File: config.mk
export PLATFORM = sky130hd
export DESIGN_NAME = pinbank_irq_ctrl
export DESIGN_NICKNAME = d
export VERILOG_FILES = /design/src/rtl/pinbank_irq_pkg.sv /design/src/rtl/pinbank_pin_sync.sv /design/src/rtl/pinbank_irq_detect.sv /design/src/rtl/pinbank_ctrl_regs.sv /design/src/rtl/pinbank_irq_ctrl.sv
export SDC_FILE = /design/constraint.sdc
export NUM_CORES = 1
export LEC_CHECK = 0
export ABC_CLOCK_PERIOD_IN_PS = 13400
export BUFFER_PORTS_ARGS = -buffer_cell sky130_fd_sc_hd__buf_2
export CELL_PAD_IN_SITES_DETAIL_PLACEMENT = 0
export CELL_PAD_IN_SITES_GLOBAL_PLACEMENT = 1
export CORE_MARGIN = 3
export CORE_UTILIZATION = 51
export CTS_CLUSTER_DIAMETER = 150
export DETAILED_ROUTE_END_ITERATION = 7
export GPL_TIMING_DRIVEN = 0
export PLACE_DENSITY_LB_ADDON = 0.2
export SETUP_SLACK_MARGIN = 0.2
export SLEW_MARGIN = 20
export SYNTH_ARGS = -nofsm -noshare
export SYNTH_HDL_FRONTEND = slang
export SYNTH_SLANG_ARGS = --single-unit
File: constraint.sdc
create_clock -name clk -period 13.4 [get_ports clk]
set_input_delay 1.34 -clock clk [delete_from_list [all_inputs] [get_ports clk]]
set_output_delay 1.34 -clock clk [all_outputs]
set_load 0.1 [all_outputs]
File: src/rtl/pinbank_irq_pkg.sv
package pinbank_irq_pkg;
  // function codes: address = (code << bank select width) | bank
  localparam int FN_DIR   = 0;
  localparam int FN_MODE  = 1;
  localparam int FN_PSEL  = 2;
  localparam int FN_SET   = 3;
  localparam int FN_CLR   = 4;
  localparam int FN_LVL   = 5;
  localparam int FN_IEN   = 6;
  localparam int FN_SENSE = 7;
  localparam int FN_POL   = 8;
  localparam int FN_PEND  = 9;
  localparam int FN_ACK   = 10;
  localparam int FN_GLB   = 12;
  // sub-selects inside the global group
  localparam int GSEL_EN   = 0;
  localparam int GSEL_PEND = 1;
  localparam int GSEL_ACK  = 2;
endpackage

File: src/rtl/pinbank_pin_sync.sv
module pinbank_pin_sync #(
  parameter int NPIN = 24
) (
  input  logic            clk,
  input  logic            rst_n,
  input  logic [NPIN-1:0] pin_i,
  output logic [NPIN-1:0] lvl_o,
  output logic [NPIN-1:0] lvl_prev_o
);
  logic [NPIN-1:0] meta_q, lvl_q, prev_q;

  always_ff @(posedge clk or negedge rst_n) begin
    if (!rst_n) begin
      meta_q <= '0;
      lvl_q  <= '0;
      prev_q <= '0;
    end else begin
      meta_q <= pin_i;
      lvl_q  <= meta_q;
      prev_q <= lvl_q;
    end
  end

  assign lvl_o      = lvl_q;
  assign lvl_prev_o = prev_q;
endmodule

File: src/rtl/pinbank_irq_detect.sv
module pinbank_irq_detect #(
  parameter int NPIN = 24
) (
  input  logic            clk,
  input  logic            rst_n,
  input  logic [NPIN-1:0] lvl_i,
  input  logic [NPIN-1:0] lvl_prev_i,
  input  logic [NPIN-1:0] ien_i,
  input  logic [NPIN-1:0] sense_i,
  input  logic [NPIN-1:0] pol_i,
  input  logic [NPIN-1:0] ack_i,
  input  logic            gen_i,
  input  logic            gack_i,
  output logic [NPIN-1:0] pend_o,
  output logic            gpend_o,
  output logic            irq_o
);
  logic [NPIN-1:0] pend_q, pend_d, hit;
  logic            gpend_q, gpend_d, act;

  always_comb begin
    for (int i = 0; i < NPIN; i++) begin
      logic lvl_hit, edge_hit;
      lvl_hit  = (lvl_i[i] == pol_i[i]);
      edge_hit = pol_i[i] ? (lvl_i[i] & ~lvl_prev_i[i])
                          : (~lvl_i[i] & lvl_prev_i[i]);
      hit[i]   = ien_i[i] & (sense_i[i] ? edge_hit : lvl_hit);
    end
    // a fresh event outranks an acknowledge in the same cycle
    pend_d  = (pend_q & ~ack_i) | hit;
    act     = |(pend_q & ien_i);
    gpend_d = (gpend_q & ~gack_i) | act;
  end

  always_ff @(posedge clk or negedge rst_n) begin
    if (!rst_n) begin
      pend_q  <= '0;
      gpend_q <= 1'b0;
    end else begin
      pend_q  <= pend_d;
      gpend_q <= gpend_d;
    end
  end

  assign pend_o  = pend_q;
  assign gpend_o = gpend_q;
  assign irq_o   = gen_i & act;
endmodule

File: src/rtl/pinbank_ctrl_regs.sv
module pinbank_ctrl_regs
  import pinbank_irq_pkg::*;
#(
  parameter int NBANK  = 3,
  parameter int BANK_W = 8,
  parameter int ADDR_W = 8
) (
  input  logic                    clk,
  input  logic                    rst_n,
  input  logic [ADDR_W-1:0]       bus_addr,
  input  logic [BANK_W-1:0]       bus_wdata,
  input  logic                    bus_wr,
  input  logic                    bus_rd,
  output logic [BANK_W-1:0]       bus_rdata,
  input  logic [NBANK*BANK_W-1:0] lvl_i,
  input  logic [NBANK*BANK_W-1:0] pend_i,
  input  logic                    gpend_i,
  output logic [NBANK*BANK_W-1:0] dir_o,
  output logic [NBANK*BANK_W-1:0] mode_o,
  output logic [NBANK*BANK_W-1:0] psel_o,
  output logic [NBANK*BANK_W-1:0] out_o,
  output logic [NBANK*BANK_W-1:0] ien_o,
  output logic [NBANK*BANK_W-1:0] sense_o,
  output logic [NBANK*BANK_W-1:0] pol_o,
  output logic [NBANK*BANK_W-1:0] ack_o,
  output logic                    gen_o,
  output logic                    gack_o
);
  localparam int NPIN   = NBANK * BANK_W;
  localparam int BSEL_W = (NBANK > 1) ? $clog2(NBANK) : 1;
  localparam int FN_W   = ADDR_W - BSEL_W;

  logic [FN_W-1:0]   fn;
  logic [BSEL_W-1:0] bsel;
  logic [NPIN-1:0]   dir_q, mode_q, psel_q, out_q, ien_q, sense_q, pol_q;
  logic [NPIN-1:0]   dir_d, mode_d, psel_d, out_d, ien_d, sense_d, pol_d;
  logic [NPIN-1:0]   set_m, clr_m, ack_m;
  logic              gen_q, gen_d, gack;
  logic [BANK_W-1:0] rd_d, rdata_q;

  assign fn   = bus_addr[ADDR_W-1:BSEL_W];
  assign bsel = bus_addr[BSEL_W-1:0];

  // write decode and next state
  always_comb begin
    dir_d   = dir_q;
    mode_d  = mode_q;
    psel_d  = psel_q;
    ien_d   = ien_q;
    sense_d = sense_q;
    pol_d   = pol_q;
    gen_d   = gen_q;
    set_m   = '0;
    clr_m   = '0;
    ack_m   = '0;
    gack    = 1'b0;
    if (bus_wr) begin
      if (int'(fn) == FN_GLB) begin
        if (int'(bsel) == GSEL_EN)  gen_d = bus_wdata[0];
        if (int'(bsel) == GSEL_ACK) gack  = bus_wdata[0];
      end
      for (int b = 0; b < NBANK; b++) begin
        if (int'(bsel) == b) begin
          case (int'(fn))
            FN_DIR:   dir_d[b*BANK_W +: BANK_W]   = bus_wdata;
            FN_MODE:  mode_d[b*BANK_W +: BANK_W]  = bus_wdata;
            FN_PSEL:  psel_d[b*BANK_W +: BANK_W]  = bus_wdata;
            FN_SET:   set_m[b*BANK_W +: BANK_W]   = bus_wdata;
            FN_CLR:   clr_m[b*BANK_W +: BANK_W]   = bus_wdata;
            FN_IEN:   ien_d[b*BANK_W +: BANK_W]   = bus_wdata;
            FN_SENSE: sense_d[b*BANK_W +: BANK_W] = bus_wdata;
            FN_POL:   pol_d[b*BANK_W +: BANK_W]   = bus_wdata;
            FN_ACK:   ack_m[b*BANK_W +: BANK_W]   = bus_wdata;
            default: ;
          endcase
        end
      end
    end
    // clear has priority over set
    out_d = (out_q | set_m) & ~clr_m;
  end

  // read mux
  always_comb begin
    rd_d = '0;
    if (int'(fn) == FN_GLB) begin
      if (int'(bsel) == GSEL_EN)   rd_d[0] = gen_q;
      if (int'(bsel) == GSEL_PEND) rd_d[0] = gpend_i;
    end
    for (int b = 0; b < NBANK; b++) begin
      if (int'(bsel) == b) begin
        case (int'(fn))
          FN_DIR:   rd_d = dir_q[b*BANK_W +: BANK_W];
          FN_MODE:  rd_d = mode_q[b*BANK_W +: BANK_W];
          FN_PSEL:  rd_d = psel_q[b*BANK_W +: BANK_W];
          FN_LVL:   rd_d = lvl_i[b*BANK_W +: BANK_W];
          FN_IEN:   rd_d = ien_q[b*BANK_W +: BANK_W];
          FN_SENSE: rd_d = sense_q[b*BANK_W +: BANK_W];
          FN_POL:   rd_d = pol_q[b*BANK_W +: BANK_W];
          FN_PEND:  rd_d = pend_i[b*BANK_W +: BANK_W];
          default: ;
        endcase
      end
    end
  end

  always_ff @(posedge clk or negedge rst_n) begin
    if (!rst_n) begin
      dir_q   <= '0;
      mode_q  <= '0;
      psel_q  <= '0;
      out_q   <= '0;
      ien_q   <= '0;
      sense_q <= '0;
      pol_q   <= '0;
      gen_q   <= 1'b0;
    end else if (bus_wr) begin
      dir_q   <= dir_d;
      mode_q  <= mode_d;
      psel_q  <= psel_d;
      out_q   <= out_d;
      ien_q   <= ien_d;
      sense_q <= sense_d;
      pol_q   <= pol_d;
      gen_q   <= gen_d;
    end
  end

  always_ff @(posedge clk or negedge rst_n) begin
    if (!rst_n)      rdata_q <= '0;
    else if (bus_rd) rdata_q <= rd_d;
  end

  assign bus_rdata = rdata_q;
  assign dir_o     = dir_q;
  assign mode_o    = mode_q;
  assign psel_o    = psel_q;
  assign out_o     = out_q;
  assign ien_o     = ien_q;
  assign sense_o   = sense_q;
  assign pol_o     = pol_q;
  assign ack_o     = ack_m;
  assign gen_o     = gen_q;
  assign gack_o    = gack;
endmodule

File: src/rtl/pinbank_irq_ctrl.sv
module pinbank_irq_ctrl #(
  parameter int NBANK  = 3,
  parameter int BANK_W = 8,
  parameter int ADDR_W = 8
) (
  input  logic                    clk,
  input  logic                    rst_n,
  input  logic [ADDR_W-1:0]       bus_addr,
  input  logic [BANK_W-1:0]       bus_wdata,
  input  logic                    bus_wr,
  input  logic                    bus_rd,
  output logic [BANK_W-1:0]       bus_rdata,
  input  logic [NBANK*BANK_W-1:0] pad_in,
  output logic [NBANK*BANK_W-1:0] pad_out,
  output logic [NBANK*BANK_W-1:0] pad_oe,
  output logic [NBANK*BANK_W-1:0] pad_pull_en,
  output logic [NBANK*BANK_W-1:0] pad_pull_up,
  output logic                    irq_out
);
  localparam int NPIN = NBANK * BANK_W;

  // asynchronous assert, synchronous release
  logic [1:0] rsync_q;
  logic       srst_n;
  always_ff @(posedge clk or negedge rst_n) begin
    if (!rst_n) rsync_q <= 2'b00;
    else        rsync_q <= {rsync_q[0], 1'b1};
  end
  assign srst_n = rsync_q[1];

  logic [NPIN-1:0] lvl, lvl_prev, pend_q;
  logic [NPIN-1:0] dir_q, mode_q, psel_q, out_q, ien_q, sense_q, pol_q, ack_m;
  logic            gen_q, gack, gpend_q;

  pinbank_pin_sync #(.NPIN(NPIN)) u_sync (
    .clk        (clk),
    .rst_n      (srst_n),
    .pin_i      (pad_in),
    .lvl_o      (lvl),
    .lvl_prev_o (lvl_prev)
  );

  pinbank_ctrl_regs #(.NBANK(NBANK), .BANK_W(BANK_W), .ADDR_W(ADDR_W)) u_regs (
    .clk       (clk),
    .rst_n     (srst_n),
    .bus_addr  (bus_addr),
    .bus_wdata (bus_wdata),
    .bus_wr    (bus_wr),
    .bus_rd    (bus_rd),
    .bus_rdata (bus_rdata),
    .lvl_i     (lvl),
    .pend_i    (pend_q),
    .gpend_i   (gpend_q),
    .dir_o     (dir_q),
    .mode_o    (mode_q),
    .psel_o    (psel_q),
    .out_o     (out_q),
    .ien_o     (ien_q),
    .sense_o   (sense_q),
    .pol_o     (pol_q),
    .ack_o     (ack_m),
    .gen_o     (gen_q),
    .gack_o    (gack)
  );

  pinbank_irq_detect #(.NPIN(NPIN)) u_det (
    .clk        (clk),
    .rst_n      (srst_n),
    .lvl_i      (lvl),
    .lvl_prev_i (lvl_prev),
    .ien_i      (ien_q),
    .sense_i    (sense_q),
    .pol_i      (pol_q),
    .ack_i      (ack_m),
    .gen_i      (gen_q),
    .gack_i     (gack),
    .pend_o     (pend_q),
    .gpend_o    (gpend_q),
    .irq_o      (irq_out)
  );

  // pad mapping: mode bit is open-drain for outputs, pull enable for inputs
  assign pad_out     = out_q & ~mode_q;
  assign pad_oe      = dir_q & ~(mode_q & out_q);
  assign pad_pull_en = ~dir_q & mode_q;
  assign pad_pull_up = ~dir_q & mode_q & psel_q;
endmodule

### After elaboration in Yosys (flattened, before gate mapping)

Index checks and enable logic that the tools add are counted.

| word-level totals | value |
|---|---|
| register bits after elaboration | 276 |
| input bits | 44 |
| output and inout bits | 105 |

| operators by class | value |
|---|---|
| equal/unequal tests | 37 |
| multiplexer cells | 75 |
| bitwise logic cells | 139 |
| reductions and logical operators | 22 |

Operator list:

| cell | count |
|---|---|
| 24-bit bitwise AND | 8 |
| 8-bit case mux with 8 select lines | 3 |
| 8-bit two-way mux | 15 |
| 24-bit inverter | 5 |
| 1-bit bitwise AND | 74 |
| 24-bit two-way mux | 3 |
| 3-bit AND reduction | 19 |
| 1-bit two-way mux | 54 |
| 1-bit inverter | 49 |
| 24-bit OR | 2 |
| 1-bit == test | 24 |
| 6-bit by 3-bit == test with 1-bit output (second input constant) | 4 |
| 24-bit OR reduction | 1 |
| 6-bit by 4-bit == test with 1-bit output (second input constant) | 3 |
| 6-bit by 2-bit == test with 1-bit output (second input constant) | 2 |
| 6-bit by 1-bit == test with 1-bit output (second input constant) | 1 |
| 6-bit by 5-bit == test with 1-bit output (second input constant) | 1 |
| 6-bit zero test | 1 |
| 2-bit == test (second input constant) | 2 |
| 2-bit zero test | 1 |
| 1-bit OR | 1 |

### Depth between registers and ports, before layout

Gate-level depths: netlist of run 1.

| depth | value |
|---|---|
| word-level depth | 10 |
| gate-level depth with buffers | 10 |
| gate-level depth less buffers | 6 |

### Hierarchy

A second synthesis of run 1 with hierarchy kept.

| second synthesis, totals | value |
|---|---|
| cells, all modules | 1123 |
| area, all modules | 12763.5 um^2 |

Modules (own cells, without submodules):

| module | instances | cells an instance | area an instance (um^2) | sequential area each (um^2) |
|---|---|---|---|---|
| pinbank_ctrl_regs | 1 | 739 | 8633.3 | 4429.2 |
| pinbank_pin_sync | 1 | 72 | 1801.7 | 1801.7 |
| pinbank_irq_detect | 1 | 213 | 1584.0 | 625.6 |
| pinbank_irq_ctrl | 1 | 99 | 744.5 | 50.0 |

### Least setup slack after synthesis of run 1

No wires, ideal clock.

| timing path | value |
|---|---|
| kind | flip-flop to output port |
| from | reg u_regs.mode_q[23] (netlist: u_regs.mode_o[23]) |
| to | out pad_pull_up[23] |
| arrival | 2.666 ns |
| required time | 12.060 ns |
| setup slack | 9.394 ns |
| stages on the path, launching flop included | 3 |
| path through | dfrtp_1 > nor2b_1 > and2_1 |

| on the way | value |
|---|---|
| longest elaborated chain between the ends | 2 |

Ends and longest elaborated chain:

| element | line | source |
|---|---|---|
| from (decl) | pinbank_ctrl_regs.sv:35 | `logic [NPIN-1:0] dir_q, mode_q, psel_q, out_q, ien_q, sense_q, pol_q;` |
| from (signal assigned) | pinbank_ctrl_regs.sv:119 | `mode_q <= mode_d;` |
| 24-bit bitwise AND | -- |  |
| named net pad_pull_en[23] | pinbank_irq_ctrl.sv:16 | `output logic [NBANK*BANK_W-1:0] pad_pull_en,` |
| 24-bit bitwise AND | pinbank_irq_ctrl.sv:86 | `assign pad_pull_up = ~dir_q & mode_q & psel_q;` |
| to (decl) | pinbank_irq_ctrl.sv:17 | `output logic [NBANK*BANK_W-1:0] pad_pull_up,` |

The timed path passes the listed nets, and every way through them passes these cells.

### Worst setup path after layout of run 1

| timing path | value |
|---|---|
| from | in bus_addr[5] |
| to | reg u_det.pend_q[7] (netlist: u_det.pend_o[7]) |

| on the way | value |
|---|---|
| longest elaborated chain between the ends | 7 |

Ends and longest elaborated chain:

| element | line | source |
|---|---|---|
| from (decl) | pinbank_irq_ctrl.sv:8 | `input logic [ADDR_W-1:0] bus_addr,` |
| 6-bit by 4-bit == test with 1-bit output | pinbank_ctrl_regs.sv:64 | `case (int'(fn))` |
| 8-bit two-way mux | pinbank_ctrl_regs.sv:64 |  |
| 8-bit two-way mux | pinbank_ctrl_regs.sv:63 | `if (int'(bsel) == b) begin` |
| 24-bit two-way mux | pinbank_ctrl_regs.sv:57 | `if (bus_wr) begin` |
| 24-bit inverter | pinbank_irq_detect.sv:30 | `pend_d = (pend_q & ~ack_i) \| hit;` |
| 24-bit bitwise AND | pinbank_irq_detect.sv:30 |  |
| 24-bit OR | pinbank_irq_detect.sv:30 |  |
| named net u_det.pend_d[7] | pinbank_irq_detect.sv:18 | `logic [NPIN-1:0] pend_q, pend_d, hit;` |
| to (signal assigned) | pinbank_irq_detect.sv:40 | `pend_q <= pend_d;` |
| to (decl) | pinbank_irq_detect.sv:18 |  |

The timed path passes the listed nets, and every way through them passes these cells.
A chain may end at the register's enable or synchronous reset.

==> qor.yml, run 1 <==
yosys:
  yosysSeqAreaShare: 0.555
  ys.flop_type: "dfrtp_1"
  synth_fp_nets: 1081
  synth_edf_count: 0
  syn_avg_cell_area_sq_um: 12.0
  ys_ff_latch: 276
  ys_types: 58
  synthCells: 1037
  async_reset_ff_frac: 1.00
  syn_area_sq_um: 12500
  ys_warn_count: 0
floorplan:
  core-area_sq_um: 23800
  io_pins: 149
  die_h_um: 162
  die_w_um: 162
  fp-row-count: 56
  start_util: 0.524
  dieArea_sq_um: 26300
timing:
  fmax_mhz: 253
  fin_worst_skew_ps: 6.26
  period_needed_ps: 3950
  maxSlewViolCount: 0
  setup_violations: 0
  fin_crit_sh: 0.295
  tightest_slew_ps: 1270
  setup_tns_ps: 0
  hold_viol_final: 0
  rsz0062_at_grt: "false"
  slew_headroom: 0.153
  whs_ps: 265
placement:
  dp_hpwl_um: 28700
  dpl_cell_area_sq_um: 13700
  gp_congestion: 0.933
  io_buffers: 137
critical_path:
  reg2reg_depth: 6
  slowest_delay_ps: 780
  critPathKind: "in2reg"
  reg2reg_setup_slack_ps: 11520
  cp_cell_sequence: "buf_2, buf_2, buf_1, nor4b_1, nand2_1, nor2_1, nand2_1, a22o_1"
  crit_path_start_kind: "input port"
  crit_required_ps: 13840
  arrival_ps: 4390
  crit_path_end_kind: "flop"
  cp_slowest_cell: "nor2_1"
  crit_path_max_fanout: 10
cells_and_area:
  multiInputGateArea_sq_um: 5290
  layout.area.seq_sq_um: 6910
  drive_gt1_frac: 0.300
  antenna_cells: 0
  fillers: 1964
  final_common_cell: "dfrtp_1"
  fin_nets: 1254
  layout_common_cells: "275 x dfrtp_1, 151 x buf_2, 131 x mux2_2"
  area_growth_pct: 17.6
  final_area_sq_um: 14600
cts:
  htreeDepth: 1
  postCtsSetupRepairBufs: 0
  cts.repair.resized: 0
  cts_hold_buf: 0
  cts_buffer_depth: 3
  cts-buffers-inserted: 29
  clock_latency_ps: 550
  cts_sinks: 276
  cts_tree: "yes"
  root_buffer: "clkbuf_16"
  clk_pin_slew_ps: 60
grt:
  grt_pass1_vias: 9583
  grt_antenna_before_repair: 0
  grt_max_degree: 59
  grt-ovfl-total: 0
  grt_usage: 0.312
  grt_pass1_wl_um: 61500
routing:
  wl_per_cell_um: 26.6
  drt-vias-per-instance: 6.27
  drt_iter0_drc: 1061
  ant_nets: 0
  wl_um: 41200
  vias: 9715
  dr.pass1.iters: 6
  drc: 0
power_and_ir_drop:
  p_leak_nw: 6.83
  vdd_drop_max_mv: 0.0947
  power_density_nw_per_um2: 140
status:
  status: "finished clean"
worst_hold_path:
  worstHoldPathType: "reg2async"
flow_run:
  cap_violations: 0
==> synthesized netlist by cell type, types with 4 or more instances <==
| library cell | n | area share |
|---|---|---|
| nor2b_1 | 78 | 0.039 |
| nand2_1 | 68 | 0.021 |
| a221oi_1 | 9 | 0.0063 |
| mux2_2 | 131 | 0.12 |
| clkbuf_1 | 22 | 0.0066 |
| mux2_1 | 8 | 0.0072 |
| a22o_1 | 25 | 0.018 |
| a22oi_1 | 76 | 0.046 |
| mux2_4 | 8 | 0.0096 |
| a21oi_1 | 49 | 0.020 |
| and2_1 | 25 | 0.013 |
| buf_2 | 14 | 0.0056 |
| dfrtp_1 | 276 | 0.55 |
| a21boi_0 | 24 | 0.014 |
| o31ai_1 | 25 | 0.015 |
| nand4_1 | 8 | 0.0040 |
| nor2_1 | 29 | 0.0087 |
| o32ai_1 | 5 | 0.0035 |
| nor3_2 | 4 | 0.0032 |
| o21ai_0 | 10 | 0.0040 |
| mux2i_1 | 17 | 0.014 |
| nor3_1 | 13 | 0.0052 |
| buf_1 | 11 | 0.0033 |
| nand3_1 | 29 | 0.012 |
| nor2_2 | 7 | 0.0035 |
| a31oi_1 | 10 | 0.0050 |
==> registers in the layout, summed over array words and instances, names as in the netlist <==
name               count
u_sync.meta_q         24
u_regs.ien_o          24
u_regs.out_o          24
u_regs.psel_o         24
u_sync.lvl_o          24
u_regs.bus_rdata       8
u_regs.sense_o        24
u_sync.lvl_prev_o     24
u_regs.gen_o           1
u_det.pend_o          24
u_regs.pol_o          24
u_regs.mode_o         24
u_regs.dir_o          24
rsync_q                2
u_det.gpend_o          1
==> per-layer routing <==
metal,GRT usage,up-vias,wire length [um]
li1,-,4183,-
met1,0.454,4912,17500
met2,0.479,526,18600
met3,0.0620,94,3750
met4,0.0965,0,1390
met5,0,-,0
==> report_power, final <==
group	switching, mW	internal [mW]
combinational	0.182	0.0774
clock	0.325	0.493
sequential	0.0690	0.898
==> cell type report <==
| type | count | area share |
|---|---|---|
| buffer | 53 | 0.0171 |
| clock buffer | 45 | 0.0585 |
| clock inverter | 7 | 0.00769 |
| inverter | 1 | 0.000256 |
| multi-input combinational | 707 | 0.362 |
| sequential | 276 | 0.472 |
| tap | 319 | 0.0273 |
| timing repair buffer | 142 | 0.0557 |
==> final timing paths <==
path / to / from
max: u_det.pend_o[7] / bus_addr[5]
min: u_sync.lvl_prev_o[0] / rsync_q[1]
max reg2reg: u_regs.bus_rdata[0] / u_regs.mode_o[8]
min reg2reg: u_sync.lvl_prev_o[0] / rsync_q[1]
max in group asynchronous: u_regs.dir_o[23] / rsync_q[1]
min in group clk: u_sync.lvl_o[14] / u_sync.meta_q[14]
==> cells by family (layout without fill, tap and decap cells) <==
group / Yosys count / after routing / share of synthesized area
AO/OA/AOI/OAI: 251 / 251 / 0.144
buffers and inverters: 54 / 248 / 0.0204
flip-flops: 276 / 276 / 0.555
multiplexers: 164 / 164 / 0.149
other: 1 / 1 / 0.000301
AND/OR/NAND/NOR: 291 / 291 / 0.131
==> critical path: cells and delay by family <==
family	cells	cell delay (ps)
simple gates	4	1790
buf+inv	3	1020
compound gates	1	220
==> stage by stage <==
stage          worst slack [ps]  instances  utilization  total power [mW]
5_1_grt                    9550       1550        0.616              2.11
4_1_cts                    9620       1550        0.616              2.05
3_3_place_gp               2070       1493        0.570              1.22
6_report                   9450       1550        0.616              2.04
3_5_place_dp               9060       1498        0.576              1.23
2_1_floorplan              5140       1037            -              1.15
(Power assumes the default switching activity.)
==> run 2: changes to the inputs <==
--- a/config.mk
+++ b/config.mk
@@ -5,12 +5,12 @@
 export SDC_FILE = /design/constraint.sdc
 export NUM_CORES = 1
 export LEC_CHECK = 0
-export ABC_CLOCK_PERIOD_IN_PS = 13400
+export ABC_CLOCK_PERIOD_IN_PS = 3500
 export BUFFER_PORTS_ARGS = -buffer_cell sky130_fd_sc_hd__buf_2
 export CELL_PAD_IN_SITES_DETAIL_PLACEMENT = 0
 export CELL_PAD_IN_SITES_GLOBAL_PLACEMENT = 1
 export CORE_MARGIN = 3
-export CORE_UTILIZATION = 51
+export CORE_UTILIZATION = 42
 export CTS_CLUSTER_DIAMETER = 150
 export DETAILED_ROUTE_END_ITERATION = 7
 export GPL_TIMING_DRIVEN = 0
==> constraint.sdc (replaced) <==
create_clock -name clk -period 3.5 [get_ports clk]
set_input_delay 0.35 -clock clk [delete_from_list [all_inputs] [get_ports clk]]
set_output_delay 0.35 -clock clk [all_outputs]
set_load 0.1 [all_outputs]
==> qor.yml, run 2 (synthesized netlist as in run 1, its figures left out) <==
critical_path:
  crit_required_ps: 3950  # was 13840 ps
  crit_path_start_kind: "input port"  # unchanged
  crit_path_end_kind: "flop"  # unchanged
  crit_family: "simple AND/OR/NAND/NOR gates"  # unchanged
  arrival_ps: 3510  # was 4390 ps
  crit_path_max_fanout: 10  # unchanged
  slowest_delay_ps: 780  # about the same
  critPathKind: "in2reg"  # unchanged
  cp_slowest_cell: "buf_1"  # was nor2_1
  cp.buffers_inverters: 3  # unchanged
  cp_cell_sequence: "buf_2, buf_2, buf_1, nor4b_1, nand2_1, nor2_1, nand2_1, a22o_1"  # unchanged
cts:
  clk_pin_slew_ps: 70  # was 60 ps
  clock_latency_ps: 560  # was 550 ps
  cts_buffer_depth: 3  # unchanged
  cts-buffers-inserted: 30  # was 29
  root_buffer: "clkbuf_16"  # unchanged
  postCtsSetupRepairBufs: 0  # unchanged
  cts_tree: "yes"  # unchanged
  htreeDepth: 1  # unchanged
  cts_sinks: 276  # unchanged
cells_and_area:
  layout_common_cells: "275 x dfrtp_1, 151 x buf_2, 131 x mux2_2"  # unchanged
  final_area_sq_um: 15000  # was 14600 sq um
  stdcell_count: 1641  # was 1550
  fin_nets: 1280  # was 1254
  utilization: 0.519  # was 0.616
  multiInputGateArea_sq_um: 5290  # about the same
  area_growth_pct: 20.6  # was 17.6%
  layout.area.seq_sq_um: 6910  # unchanged
  final_common_cell: "dfrtp_1"  # unchanged
  fillers: 2615  # was 1964
  antenna_cells: 0  # unchanged
  drive_gt1_frac: 0.297  # was 0.300
timing:
  whs_ps: 117  # was 265 ps
  fin_worst_skew_ps: 12.2  # was 6.26 ps
  period_needed_ps: 3060
  setup_violations: 0  # unchanged
  tightest_slew_ps: 1170  # was 1270 ps
  rsz0062_at_grt: "false"  # unchanged
  maxSlewViolCount: 0  # unchanged
  fmax_mhz: 327
  fin_crit_sh: 0.874
  hold_viol_final: 0  # unchanged
  slew_headroom: 0.216  # was 0.153
status:
  status: "finished clean"  # unchanged
grt:
  grt_pass1_wl_um: 62200  # was 61500 um
  globalRouteMet2Util: 0.427  # was 0.479
  grt_antenna_before_repair: 0  # unchanged
  top_usage_layer: "met2"  # unchanged
  grt_max_degree: 58  # was 59
  use_met1: 0.375  # was 0.454
  grt_usage: 0.268  # was 0.312
  grt_pass1_vias: 9506  # was 9583
  grt_use_met3: 0.0460  # was 0.0620
  grt-ovfl-total: 0  # unchanged
routing:
  drt-vias-per-instance: 5.90  # was 6.27
  dr.pass1.iters: 6  # unchanged
  ant_nets: 0  # unchanged
  wl_per_cell_um: 26.0  # was 26.6 um
  drt_iter0_drc: 1055  # was 1061
  vias: 9687  # was 9715
  wl_um: 42600  # was 41200 um
  drc: 0  # unchanged
floorplan:
  io_pins: 149  # unchanged
  die_h_um: 178  # was 162 um
  die_w_um: 178  # was 162 um
  start_util: 0.430  # was 0.524
  core-area_sq_um: 28900  # was 23800 sq um
  dieArea_sq_um: 31700  # was 26300 sq um
  fp-row-count: 62  # was 56
worst_hold_path:
  worstHoldPathType: "in2async"  # was reg2async
placement:
  io_buffers: 137  # unchanged
  gp_congestion: 0.936  # was 0.933
  dp_hpwl_um: 29800  # was 28700 um
  dp_cells: 1563  # was 1498
  dpl_cell_area_sq_um: 13800  # was 13700 sq um
flow_run:
  cap_violations: 0  # unchanged
power_and_ir_drop:
  p_leak_nw: 6.96  # was 6.83 nW
  power_density_nw_per_um2: 532  # was 140 nW/um^2
  vdd_drop_max_mv: 0.350  # was 0.0947 mV
## run 2: through the flow
stage / setup slack, ps / setup TNS, ps / power, mW
floorplan: 484 / 0 / 4.41
global placement: -331 / -82250 / 4.69
detailed placement: -22.2 / -22.2 / 4.73
CTS: 558 / 0 / 8.02
global route: 297 / 0 / 8.25
finish: 440 / 0 / 7.98
## run 2: cell type report
class	count	share of cell area
inverters	1	0.000250
clock buffers	39	0.0557
multi-input cells	707	0.352
well taps	384	0.0320
flip-flops and latches	276	0.460
clock inverters	14	0.0117
repair buffers	167	0.0710
plain buffers	53	0.0167
## run 2: final timing paths
path	slack (ps)	end	startpoint	depth (start not counted)
max	440	u_det.pend_o[2]	bus_addr[5]	8
min	120	rsync_q[1]	rst_n	2
max reg2reg	1620	u_regs.bus_rdata[0]	u_regs.mode_o[8]	6
min reg2reg	340	u_sync.lvl_o[2]	u_sync.meta_q[2]	0
max in group asynchronous	2210	u_regs.sense_o[2]	rsync_q[1]	2
min in group clk	250	u_regs.bus_rdata[6]	bus_rd	3
## run 2: power by group
| part | switching [mW] | internal, mW |
|---|---|---|
| Clock | 1.31 | 1.96 |
| Combinational | 0.693 | 0.314 |
| Sequential | 0.265 | 3.44 |
## run 2: routing by layer
metal  share of wire  wire [um]  vias up
met5               0          0        -
met4           0.035       1480        0
met3           0.072       3070       86
met2            0.47      19900      438
met1            0.43      18200     4913
li1                -          -     4250
## run 2: repair_timing
| item | in CTS | in global routing |
|---|---|---|
| gates resized for setup | 0 | 0 |
| hold endpoints to repair | 26 | 0 |
| hold buffers | 25 | 0 |
